<file path="src/rtl/irqd_pkg.sv">
package irqd_pkg;
  localparam int VEC_W   = 8;
  localparam int DEST_W  = 8;
  localparam int DMODE_W = 3;

  typedef struct packed {
    logic               mask;
    logic               level;
    logic [DMODE_W-1:0] dmode;
    logic               dest_logical;
    logic [DEST_W-1:0]  dest;
    logic [VEC_W-1:0]   vector;
  } irq_entry_t;

  localparam irq_entry_t ENTRY_RST = '{mask: 1'b1, level: 1'b0, dmode: '0,
                                       dest_logical: 1'b0, dest: '0, vector: '0};
endpackage

</file>
<file path="src/rtl/irqd_pin.sv">
// Per-pin state: entry, request bit, remote bit, pending-service bit, repeat counter.
module irqd_pin
  import irqd_pkg::*;
#(
  parameter int STORM_LIMIT = 10000,
  parameter int CNT_W       = 14
) (
  input  logic             clk,
  input  logic             rst_n,
  input  logic             pin_in,
  input  logic             wr_en,
  input  irq_entry_t       wr_entry,
  input  logic             eoi_valid,
  input  logic [VEC_W-1:0] eoi_vector,
  input  logic             eoi_directed,
  input  logic             retry_fire,
  input  logic             grant,
  input  logic             set_remote,
  output irq_entry_t       entry_o,
  output logic             remote_o,
  output logic             pend_o,
  output logic             storm_o
);
  irq_entry_t       ent_q, ent_n;
  logic             irr_q, remote_q, remote_n, pend_q, pend_n;
  logic [CNT_W-1:0] cnt_q, cnt_n;
  logic             rise, eoi_hit, serve_ok, storm, redeliver, set_pend, keep;

  always_comb begin
    ent_n     = wr_en ? wr_entry : ent_q;
    rise      = pin_in & ~irr_q;
    eoi_hit   = eoi_valid & ~eoi_directed & ent_q.level & (ent_q.vector == eoi_vector);
    serve_ok  = eoi_hit & ~ent_q.mask & irr_q;
    storm     = serve_ok && (cnt_q == CNT_W'(STORM_LIMIT - 1));
    redeliver = serve_ok & ~storm;

    cnt_n = cnt_q;
    if (eoi_hit) begin
      if (serve_ok) cnt_n = storm ? '0 : cnt_q + 1'b1;
      else          cnt_n = '0;
    end

    remote_n = remote_q;
    if (wr_en || eoi_hit) remote_n = 1'b0;
    if (set_remote)       remote_n = 1'b1;

    set_pend = rise
             | (wr_en & wr_entry.level & irr_q)
             | redeliver
             | (retry_fire & ent_q.level & irr_q & ~remote_q);
    keep     = ~ent_n.mask & (~ent_n.level | (pin_in & ~remote_n));
    pend_n   = ((pend_q & ~grant) | set_pend) & keep;
  end

  always_ff @(posedge clk) begin
    if (!rst_n) begin
      ent_q    <= ENTRY_RST;
      irr_q    <= 1'b0;
      remote_q <= 1'b0;
      pend_q   <= 1'b0;
      cnt_q    <= '0;
    end else begin
      ent_q    <= ent_n;
      irr_q    <= pin_in;
      remote_q <= remote_n;
      pend_q   <= pend_n;
      cnt_q    <= cnt_n;
    end
  end

  assign entry_o  = ent_q;
  assign remote_o = remote_q;
  assign pend_o   = pend_q;
  assign storm_o  = storm;
endmodule

</file>
<file path="src/rtl/irqd_pick.sv">
// Lowest-index-first selector.
module irqd_pick #(
  parameter int N     = 24,
  parameter int IDX_W = 5
) (
  input  logic [N-1:0]     req,
  output logic             any,
  output logic [IDX_W-1:0] idx
);
  always_comb begin
    any = |req;
    idx = '0;
    for (int i = N - 1; i >= 0; i--) begin
      if (req[i]) idx = IDX_W'(i);
    end
  end
endmodule

</file>
<file path="src/rtl/irqd_retry.sv">
// One-shot delay timer for the storm retry. Arming while armed is ignored.
module irqd_retry #(
  parameter int DLY_W = 24
) (
  input  logic             clk,
  input  logic             rst_n,
  input  logic             arm,
  input  logic [DLY_W-1:0] delay,
  output logic             fire
);
  logic             armed_q;
  logic [DLY_W-1:0] cnt_q;

  assign fire = armed_q && (cnt_q == '0);

  always_ff @(posedge clk) begin
    if (!rst_n) begin
      armed_q <= 1'b0;
      cnt_q   <= '0;
    end else if (arm && (!armed_q || fire)) begin
      armed_q <= 1'b1;
      cnt_q   <= delay;
    end else if (fire) begin
      armed_q <= 1'b0;
    end else if (armed_q) begin
      cnt_q <= cnt_q - 1'b1;
    end
  end
endmodule

</file>
<file path="src/rtl/irq_dispatch.sv">
module irq_dispatch
  import irqd_pkg::*;
#(
  parameter int  NPINS       = 24,
  parameter int  STORM_LIMIT = 10000,
  parameter int  DLY_W       = 24,
  localparam int IDX_W       = $clog2(NPINS),
  localparam int CNT_W       = $clog2(STORM_LIMIT + 1)
) (
  input  logic               clk,
  input  logic               rst_n,
  input  logic [NPINS-1:0]   pin_level,
  input  logic               cfg_we,
  input  logic [IDX_W-1:0]   cfg_idx,
  input  logic [VEC_W-1:0]   cfg_vector,
  input  logic [DEST_W-1:0]  cfg_dest,
  input  logic               cfg_dest_logical,
  input  logic [DMODE_W-1:0] cfg_dlv_mode,
  input  logic               cfg_level,
  input  logic               cfg_mask,
  input  logic               eoi_valid,
  input  logic [VEC_W-1:0]   eoi_vector,
  input  logic               eoi_directed,
  input  logic [DLY_W-1:0]   retry_delay,
  output logic               out_valid,
  input  logic               out_ready,
  input  logic               out_accepted,
  output logic [IDX_W-1:0]   out_pin,
  output logic [VEC_W-1:0]   out_vector,
  output logic [DEST_W-1:0]  out_dest,
  output logic               out_dest_logical,
  output logic [DMODE_W-1:0] out_dlv_mode,
  output logic               out_level
);
  irq_entry_t       wr_entry;
  irq_entry_t       ent_w [NPINS];
  irq_entry_t       sel_ent;
  logic [NPINS-1:0] pend_w, remote_w, storm_w, grant_w, mask_w, inflight, avail;
  logic             pick_any, load, hs, retry_fire;
  logic [IDX_W-1:0] pick_idx;

  always_comb begin
    wr_entry.mask         = cfg_mask;
    wr_entry.level        = cfg_level;
    wr_entry.dmode        = cfg_dlv_mode;
    wr_entry.dest_logical = cfg_dest_logical;
    wr_entry.dest         = cfg_dest;
    wr_entry.vector       = cfg_vector;
  end

  assign hs = out_valid & out_ready;

  for (genvar g = 0; g < NPINS; g++) begin : g_pin
    logic wr_hit, set_rem;
    assign wr_hit  = cfg_we && (cfg_idx == IDX_W'(g));
    assign set_rem = hs && out_accepted && out_level && (out_pin == IDX_W'(g));

    irqd_pin #(.STORM_LIMIT(STORM_LIMIT), .CNT_W(CNT_W)) pin_i (
      .clk         (clk),
      .rst_n       (rst_n),
      .pin_in      (pin_level[g]),
      .wr_en       (wr_hit),
      .wr_entry    (wr_entry),
      .eoi_valid   (eoi_valid),
      .eoi_vector  (eoi_vector),
      .eoi_directed(eoi_directed),
      .retry_fire  (retry_fire),
      .grant       (grant_w[g]),
      .set_remote  (set_rem),
      .entry_o     (ent_w[g]),
      .remote_o    (remote_w[g]),
      .pend_o      (pend_w[g]),
      .storm_o     (storm_w[g])
    );
    assign mask_w[g] = ent_w[g].mask;
  end

  // The pin in flight cannot be picked again until its handshake has settled.
  assign inflight = out_valid ? (NPINS'(1) << out_pin) : '0;
  assign avail    = pend_w & ~inflight;

  irqd_pick #(.N(NPINS), .IDX_W(IDX_W)) pick_i (
    .req(avail),
    .any(pick_any),
    .idx(pick_idx)
  );

  assign load    = pick_any & (~out_valid | out_ready);
  assign grant_w = load ? (NPINS'(1) << pick_idx) : '0;
  assign sel_ent = ent_w[pick_idx];

  irqd_retry #(.DLY_W(DLY_W)) retry_i (
    .clk  (clk),
    .rst_n(rst_n),
    .arm  (|storm_w),
    .delay(retry_delay),
    .fire (retry_fire)
  );

  always_ff @(posedge clk) begin
    if (!rst_n) begin
      out_valid        <= 1'b0;
      out_pin          <= '0;
      out_vector       <= '0;
      out_dest         <= '0;
      out_dest_logical <= 1'b0;
      out_dlv_mode     <= '0;
      out_level        <= 1'b0;
    end else if (load) begin
      out_valid        <= 1'b1;
      out_pin          <= pick_idx;
      out_vector       <= sel_ent.vector;
      out_dest         <= sel_ent.dest;
      out_dest_logical <= sel_ent.dest_logical;
      out_dlv_mode     <= sel_ent.dmode;
      out_level        <= sel_ent.level;
    end else if (out_ready) begin
      out_valid        <= 1'b0;
    end
  end
endmodule

</file>
<file path="config.mk">
export PLATFORM = sky130hd
export DESIGN_NAME = irq_dispatch
export DESIGN_NICKNAME = d
export VERILOG_FILES = /design/src/rtl/irqd_pkg.sv /design/src/rtl/irqd_pin.sv /design/src/rtl/irqd_pick.sv /design/src/rtl/irqd_retry.sv /design/src/rtl/irq_dispatch.sv
export SDC_FILE = /design/constraint.sdc
export NUM_CORES = 2
export LEC_CHECK = 0
export BUFFER_PORTS_ARGS = -buffer_cell sky130_fd_sc_hd__buf_2
export CAP_MARGIN = 10
export CELL_PAD_IN_SITES_DETAIL_PLACEMENT = 2
export CELL_PAD_IN_SITES_GLOBAL_PLACEMENT = 2
export CORE_ASPECT_RATIO = 0.8
export CORE_MARGIN = 3
export CORE_UTILIZATION = 37
export DETAILED_ROUTE_END_ITERATION = 10
export GPL_ROUTABILITY_DRIVEN = 0
export PLACE_DENSITY_LB_ADDON = 0.25
export SETUP_SLACK_MARGIN = 0.3
export SYNTH_ARGS = -nofsm -noshare
export SYNTH_HDL_FRONTEND = slang
export SYNTH_HIERARCHICAL = 1
export SYNTH_SLANG_ARGS = --single-unit
export TNS_END_PERCENT = 10
</file>
<file path="constraint.sdc">
create_clock -name clk -period 3.75 [get_ports clk]
set_clock_uncertainty 0.05 [all_clocks]
set_input_delay 0.75 -clock clk [delete_from_list [all_inputs] [get_ports clk]]
set_output_delay 0.75 -clock clk [all_outputs]
set_load 0.05 [all_outputs]
</file>
# After elaboration in Yosys (flattened, before gate mapping)
# Cells that the tools add are included.
dict set report op_classes {
  add_sub_neg 25
  magnitude_cmp 1
  n_eq_ne 95
  shifts 2
  mux 156
  bitwise 681
  n_reduce_logical 111
}
# operator count
set op_table {}
lappend op_table {{14-bit two-way mux} 48}
lappend op_table {{22-bit two-way mux} 24}
lappend op_table {{1-bit bitwise AND} 363}
lappend op_table {{14-bit by 1-bit adder with 14-bit output (second input constant)} 24}
lappend op_table {{14-bit == test (second input constant)} 24}
lappend op_table {{1-bit NOT} 194}
lappend op_table {{8-bit == test} 24}
lappend op_table {{1-bit OR} 121}
lappend op_table {{24-bit two-way mux} 5}
lappend op_table {{5-bit two-way mux} 24}
lappend op_table {{22-bit binary-select mux with 5-bit select} 1}
lappend op_table {{5-bit by 4-bit == test with 1-bit output (second input constant)} 16}
lappend op_table {{5-bit == test (second input constant)} 16}
lappend op_table {{1-bit logical AND} 76}
lappend op_table {{1-bit two-way mux} 52}
lappend op_table {{24-bit OR reduction} 2}
lappend op_table {{1-bit by 5-bit left shift with 24-bit output (first input constant)} 2}
lappend op_table {{21-bit two-way mux} 2}
lappend op_table {{5-bit by 3-bit == test with 1-bit output (second input constant)} 8}
lappend op_table {{1-bit logical OR} 25}
lappend op_table {{24-bit bitwise AND} 1}
lappend op_table {{24-bit zero test} 1}
lappend op_table {{24-bit NOT} 1}
lappend op_table {{24-bit by 1-bit subtractor with 24-bit output (second input constant)} 1}
lappend op_table {{9 further kinds} 16}
dict set report totals {
  register_bits 988
  input_bits 90
  output_inout_bits 27
  word_cells 1320
}

# Longest topological paths before layout
dict set report depth {
  depth_word 34
  ltp_mapped 20
  ltp_nobuf 15
}

# Modules after synthesis
# Netlist, hierarchy kept.
# module instances cells_each area_each_um2 seq_area_each_um2
set by_module_without_submodules {}
lappend by_module_without_submodules {{irqd_pin (g_pin[19].pin_i ...)} 14 202 1825.5 780.7}
lappend by_module_without_submodules {{irqd_pin (g_pin[0].pin_i ...)} 10 201 1944.4 780.7}
lappend by_module_without_submodules {irq_dispatch 1 608 5659.2 540.5}
lappend by_module_without_submodules {irqd_retry 1 220 1709.1 500.5}
lappend by_module_without_submodules {irqd_pick 1 48 309.0 0.0}

# Worst setup path before layout
# No wires, ideal clock.
dict set report synth_timing {
  path_type {flip-flop to flip-flop}
  startpoint {register out_pin[0]}
  endpoint {register g_pin[8].pin_i.pend_q}
  setup_ns 0.115
  t_arrival_ns 3.853
  t_required_ns 3.585
  path_slack_ns -0.268
  path_stages_with_launch 19
  n_path_buf 5
  synth_period_minus_slack_ns 4.018
  path_cell_list {dfxtp_1 -> clkbuf_1 -> nand2_1 -> or2_2 -> clkbuf_1 -> o21a_1 -> nor4_1 -> o21ai_2 -> a21oi_1 -> nor4b_2 -> buf_4 -> or2_2 -> clkbuf_1 -> clkbuf_1 -> nor3_1 -> inv_1 -> a21oi_1 -> nor2_1 -> o21a_1}
}
dict set report synth_between {
  word_cells_on_any_way 43
  classes_between {eq/ne (1); shift (2); mux (27); bitwise (11); reduce/logical (2)}
}
# element line_no
set synth_lines {}
lappend synth_lines {{from (decl)} irq_dispatch.sv:28} ;# output logic [IDX_W-1:0] out_pin,
lappend synth_lines {{from (signal assigned)} irq_dispatch.sv:111} ;# out_pin <= pick_idx;
lappend synth_lines {{1-bit by 5-bit left shift with 24-bit output} irq_dispatch.sv:79} ;# assign inflight = out_valid ? (NPINS'(1) << out_pin) : '0;
lappend synth_lines {{24-bit two-way mux} irq_dispatch.sv:79}
lappend synth_lines {{24-bit NOT} irq_dispatch.sv:80} ;# assign avail = pend_w & ~inflight;
lappend synth_lines {{24-bit bitwise AND} irq_dispatch.sv:80}
lappend synth_lines {{net avail[15]} irq_dispatch.sv:38} ;# logic [NPINS-1:0] pend_w, remote_w, storm_w, grant_w, mask_w, inflight, avail;
lappend synth_lines {{5-bit two-way mux (16 in a row)} irqd_pick.sv:14} ;# if (req[i]) idx = IDX_W'(i);
lappend synth_lines {{net pick_idx[2]} irq_dispatch.sv:40} ;# logic [IDX_W-1:0] pick_idx;
lappend synth_lines {{1-bit by 5-bit left shift with 24-bit output} irq_dispatch.sv:89} ;# assign grant_w = load ? (NPINS'(1) << pick_idx) : '0;
lappend synth_lines {{24-bit two-way mux} irq_dispatch.sv:89}
lappend synth_lines {{net grant_w[8]} irq_dispatch.sv:38}
lappend synth_lines {{1-bit NOT} irqd_pin.sv:52} ;# pend_n = ((pend_q & ~grant) | set_pend) & keep;
lappend synth_lines {{1-bit bitwise AND} irqd_pin.sv:52}
lappend synth_lines {{1-bit OR} irqd_pin.sv:52}
lappend synth_lines {{1-bit bitwise AND} irqd_pin.sv:52}
lappend synth_lines {{to (signal assigned)} irqd_pin.sv:66} ;# pend_q <= pend_n;
lappend synth_lines {{to (decl)} irqd_pin.sv:25} ;# logic irr_q, remote_q, remote_n, pend_q, pend_n;
# The timed path passes the listed nets, and every way through them passes these cells.
# A chain may end at the register's enable or synchronous reset.

# Worst setup path in the final report
dict set report layout_timing {
  startpoint {register g_pin[17].pin_i.cnt_q[0]}
  endpoint {register retry_i.cnt_q[19]}
}
dict set report layout_between {
  elab_chain_cells 6
  word_cells_on_any_way 8
  classes_between {eq/ne (2); mux (1); reduce/logical (5)}
}
# element line_no
set layout_lines {}
lappend layout_lines {{from (decl)} irqd_pin.sv:26} ;# logic [CNT_W-1:0] cnt_q, cnt_n;
lappend layout_lines {{from (signal assigned)} irqd_pin.sv:67} ;# cnt_q <= cnt_n;
lappend layout_lines {{14-bit == test (*)} irqd_pin.sv:34} ;# storm = serve_ok && (cnt_q == CNT_W'(STORM_LIMIT - 1));
lappend layout_lines {{1-bit logical AND (*)} irqd_pin.sv:34}
lappend layout_lines {{net storm_w[17]} irq_dispatch.sv:38}
lappend layout_lines {{24-bit OR reduction (*)} irq_dispatch.sv:95} ;# .arm (|storm_w),
lappend layout_lines {{1-bit logical AND (*)} irqd_retry.sv:20} ;# end else if (arm && (!armed_q || fire)) begin
lappend layout_lines {{2-bit by 1-bit != test with 1-bit output (no line) or 2-bit nonzero test (tied branches)} -}
lappend layout_lines {{2-bit AND reduction (no line)} -}
lappend layout_lines {{to (signal assigned)} irqd_retry.sv:22} ;# cnt_q <= delay;
lappend layout_lines {{to (signal assigned)} irqd_retry.sv:26} ;# cnt_q <= cnt_q - 1'b1;
lappend layout_lines {{to (decl)} irqd_retry.sv:12} ;# logic [DLY_W-1:0] cnt_q;
# Mark *: on every way through the listed nets, which the timed path passes. The rest lies on a longest branch.

==> results by group <==
Final layout
  • Most used cells in the layout excluding fill and tap cells: 966 x sky130_fd_sc_hd__dfxtp_1, 555 x sky130_fd_sc_hd__mux2i_1, 400 x sky130_fd_sc_hd__nor2_1, 397 x sky130_fd_sc_hd__buf_4, 332 x sky130_fd_sc_hd__nand2_1
  • Post-synthesis to final-layout area growth: 21.1%
  • Final-stage net count: 6,202
  • Layout cell share with drive strength beyond 1: 20.3%
  • Util after Layout: 45.3%
  • Most common cell after layout, fill and taps aside: sky130_fd_sc_hd__dfxtp_1

Timing
  • Final setup violation count: 44
  • Clock period minus final worst setup slack: 4.03 ns
  • Highest achievable clock rate: 0.248 GHz
  • Share of the clock period used by the worst path after layout: 108%
  • Count of endpoints failing hold in the final timing report: 0
  • Final WS setup: -0.284 ns
  • Remaining max-slew budget at the tightest pin: 29.8%
  • Unrepaired setup endpoints after global routing: true
  • Tightest Pin Transition: 1.05 ns
  • Final Max Slew Viols: 0

Floorplanning
  • IO Pins: 117
  • Row Count: 123
  • Die outline height: 343 um
  • Die X: 428 um
  • Placeable Area: 141,000 um^2
  • Die area: 147,000 um^2
  • Initial cell density of the core: 37.4%

Critical path
  • Reg-to-Reg Start: g_pin[17].pin_i/cnt_q[0]$_SDFFE_PN0P_
  • CP max FO: 7
  • Endpoint type of the worst setup path: flop
  • Required time of the critical path: 4.36 ns
  • CP startpoint: g_pin[17].pin_i/cnt_q[0]$_SDFFE_PN0P_
  • Startpoint-to-endpoint class of the critical path: reg -> reg
  • Startpoint type of the worst setup path: flop
  • Signal arrival time at the worst endpoint: 4.64 ns

Logic synthesis
  • Avg Inst Size Synth: 9.22 um^2
  • Number of distinct library cells after synthesis: 85
  • Share of synthesized cell area in and, or, nand and nor gates: 27.0%
  • Proportion of netlist area held by the largest area contributor: 37.5%
  • Combinational family with the most area after synthesis: simple AND/OR/NAND/NOR gates
  • Async set-reset flop share out of synthesis: 0%
  • Number of storage elements in the synthesis netlist: 988
  • Total standard cell area after synthesis: 52,700 um^2
  • Parity-gate share of the synthesized area counting xor and xnor cells: 3.19%
  • Commonest register cell after synthesis: sky130_fd_sc_hd__dfxtp_1
  • EDFF count, synth: 0
  • Portion of the post-synthesis area used by sequential elements: 37.5%
  • Post-Syn Instances: 5,714
  • Net count of the mapped netlist: 5,829
  • Post-synthesis mux area share: 14.4%
  • Leading area contributor after synthesis: sky130_fd_sc_hd__dfxtp_1
  • Main area contributors after synthesis: sky130_fd_sc_hd__dfxtp_1 38%, sky130_fd_sc_hd__mux2i_1 11%, sky130_fd_sc_hd__mux4_2 3.5%, sky130_fd_sc_hd__nor2b_1 3.5%, sky130_fd_sc_hd__xor2_1 3.2%
  • Post-synthesis share of cell area spent on full adders, half adders and majority gates: 0.594%
  • Complex-gate fraction of the synthesized area: 13.7%
  • Count of warnings emitted by yosys: 6

Detailed routing
  • Via density per instance: 6.42
  • Total vias in the final route: 51,800
  • Post-detailed-route wirelength per cell: 32.4 um
  • First DRT Iteration DRCs: 4,842
  • Final routed DRC violation total: 0
  • Post-route ant nets: 0
  • Length of the first detailed-routing pass in iterations: 6
  • Routed wire length: 261 mm

Place
  • Post-Place Worst Slack: -0.681 ns
  • Total half-perimeter wirelength after legalization and detailed placement: 158 mm
  • Total of buffers placed on input and output ports: 116

Clock network
  • Clock latency on the worst-skew pair: 0.78 ns
  • Total clock buffers created by CTS: 111
  • Clock slew seen by the registers of the worst setup and hold paths: 0.07 ns
  • Clock root buffer: sky130_fd_sc_hd__clkbuf_16
  • Cts-stage hold buffer count: 0
  • H-tree depth: 3
  • TritonCTS clock tree: built
  • Sinks on Clock Net: 988
  • CTS Buffer Depth: 3

Power and ir drop
  • Total power: 24.1 mW
  • Power density over cell area: 378 nW/um^2
  • Leakage: 22.1 nW
  • IR Drop Worst-Case VDD: 0.354 mV

Outcome
  • Violated checks: setup timing
  • Outcome: finished with violations

Hold path
  • Hold Path Origin: retry_delay[16]
  • Min-Delay Path Class: in -> reg

Run
  • Total of max-cap violations: 0

Global routing
  • Maximum number of pins on one net before global-route repair: 135
  • Overall Global Routing Usage: 32.6%
  • Wire length of the first global-routing pass: 368 mm
  • Vias in the first global route: 54,300
  • Number of antenna violations at the first check in global routing: 22
  • Aggregate global routing overflow: 0
==> critical path, stage by stage (launching register included) <==
cell                       delay [ns]
sky130_fd_sc_hd__dfxtp_4         0.37
sky130_fd_sc_hd__ha_4            0.15
sky130_fd_sc_hd__and4b_1         0.20
sky130_fd_sc_hd__nand4_1         0.53
sky130_fd_sc_hd__nor3_2          0.54
sky130_fd_sc_hd__nor4_2          0.11
sky130_fd_sc_hd__buf_4           0.19
sky130_fd_sc_hd__and4_4          0.18
sky130_fd_sc_hd__nand3_2         0.09
sky130_fd_sc_hd__buf_6           0.14
sky130_fd_sc_hd__nand2_2         0.05
sky130_fd_sc_hd__or4_4           0.56
sky130_fd_sc_hd__o21ai_4         0.33
sky130_fd_sc_hd__a211oi_1        0.10
sky130_fd_sc_hd__o31a_1          0.29
==> where the power goes <==
group          switching (mW)  total, mW  internal [mW]
Combinational            1.13       1.64          0.508
Sequential             0.0615       10.6           10.5
Clock                    5.17       11.9           6.71
Total                    6.36       24.1           17.8
==> layout make-up <==
class / count / area, um^2
Clock inverter: 51 / 547
Clock buffer: 157 / 3270
Timing Repair Buffer: 597 / 5090
Multi-Input combinational cell: 4315 / 32400
Inverter: 74 / 278
Tap cell: 1875 / 2350
Antenna cell: 10 / 25.0
Sequential cell: 988 / 19800
Fill cell: 14800 / 77200
==> registers in the layout (all words and copies together) (netlist names), 3 cells and up <==
register / flops
out_pin: 5
g_pin.pin_i/entry_o: 528
out_dlv_mode: 3
out_vector: 8
retry_i/cnt_q: 24
g_pin.pin_i/remote_o: 24
out_dest: 8
g_pin.pin_i/cnt_q: 336
g_pin.pin_i/pend_o: 24
g_pin.pin_i/irr_q: 24
==> synth_stat cells, drive strengths merged, types with 46 or more instances <==
master and n:
a21oi 104, a22oi 46, a31oi 89, a32o 160, and2 107, and3 171, and3b 60, and4b 50
buf 157, clkbuf 180, dfxtp 988, inv 74, mux2i 557, mux4 82, nand2 347, nand2b 108
nand3 194, nand4 61, nor2 436, nor2b 293, nor3 154, nor3b 106, nor4 131, o21a 112
o21ai 265, o2bb2ai 46, or3 58, or4 60, xor2 192
==> final timing paths <==
kind              slack [ns]                                    to  cells after the start
hold / removal          0.18        retry_i/cnt_q[16]$_SDFFE_PN0P_                      3
setup reg to reg       -0.28        retry_i/cnt_q[19]$_SDFFE_PN0P_                     14
hold reg to reg         0.42  g_pin[3].pin_i/cnt_q[1]$_SDFFE_PN0P_                      2
setup / recovery       -0.28        retry_i/cnt_q[19]$_SDFFE_PN0P_                     14
==> metal layers <==
metal,global-route usage [%],vias to the layer above,share of wire (%)
met1,41.3,26600,40
li1,-,21900,-
met5,0,-,0.035
met3,7.24,880,8.3
met4,19.8,14,7.0
met2,50.8,2362,45
==> kinds of logic after synthesis <==
| logic type | count (synthesis) |
|---|---|
| simple gates | 2427 |
| fa+ha+maj | 25 |
| mux | 655 |
| buf+inv | 411 |
| compound gates | 1016 |
| xor+xnor | 192 |
| flops | 988 |
==> metrics by stage <==
stage                     cells  area (um^2)  hold slack [ns]  TNS [ns]
after floorplan            5714        52800            0.392         0
after global placement     7794        58000            0.403     -9.87
after detailed placement   7794        58000            0.415    -20.11
after CTS                  8039        62900            0.131         0
after global routing       8062        63800            0.151     -4.47
final                      8067        63800            0.175     -4.76
==> timing repair <==
item,in CTS,in global routing
resized for setup,138,178
pin swaps,30,54
setup buffers,31,16
endpoints found under the setup margin,68,65
gates cloned,6,1
Power figures use the tool's default switching activity.
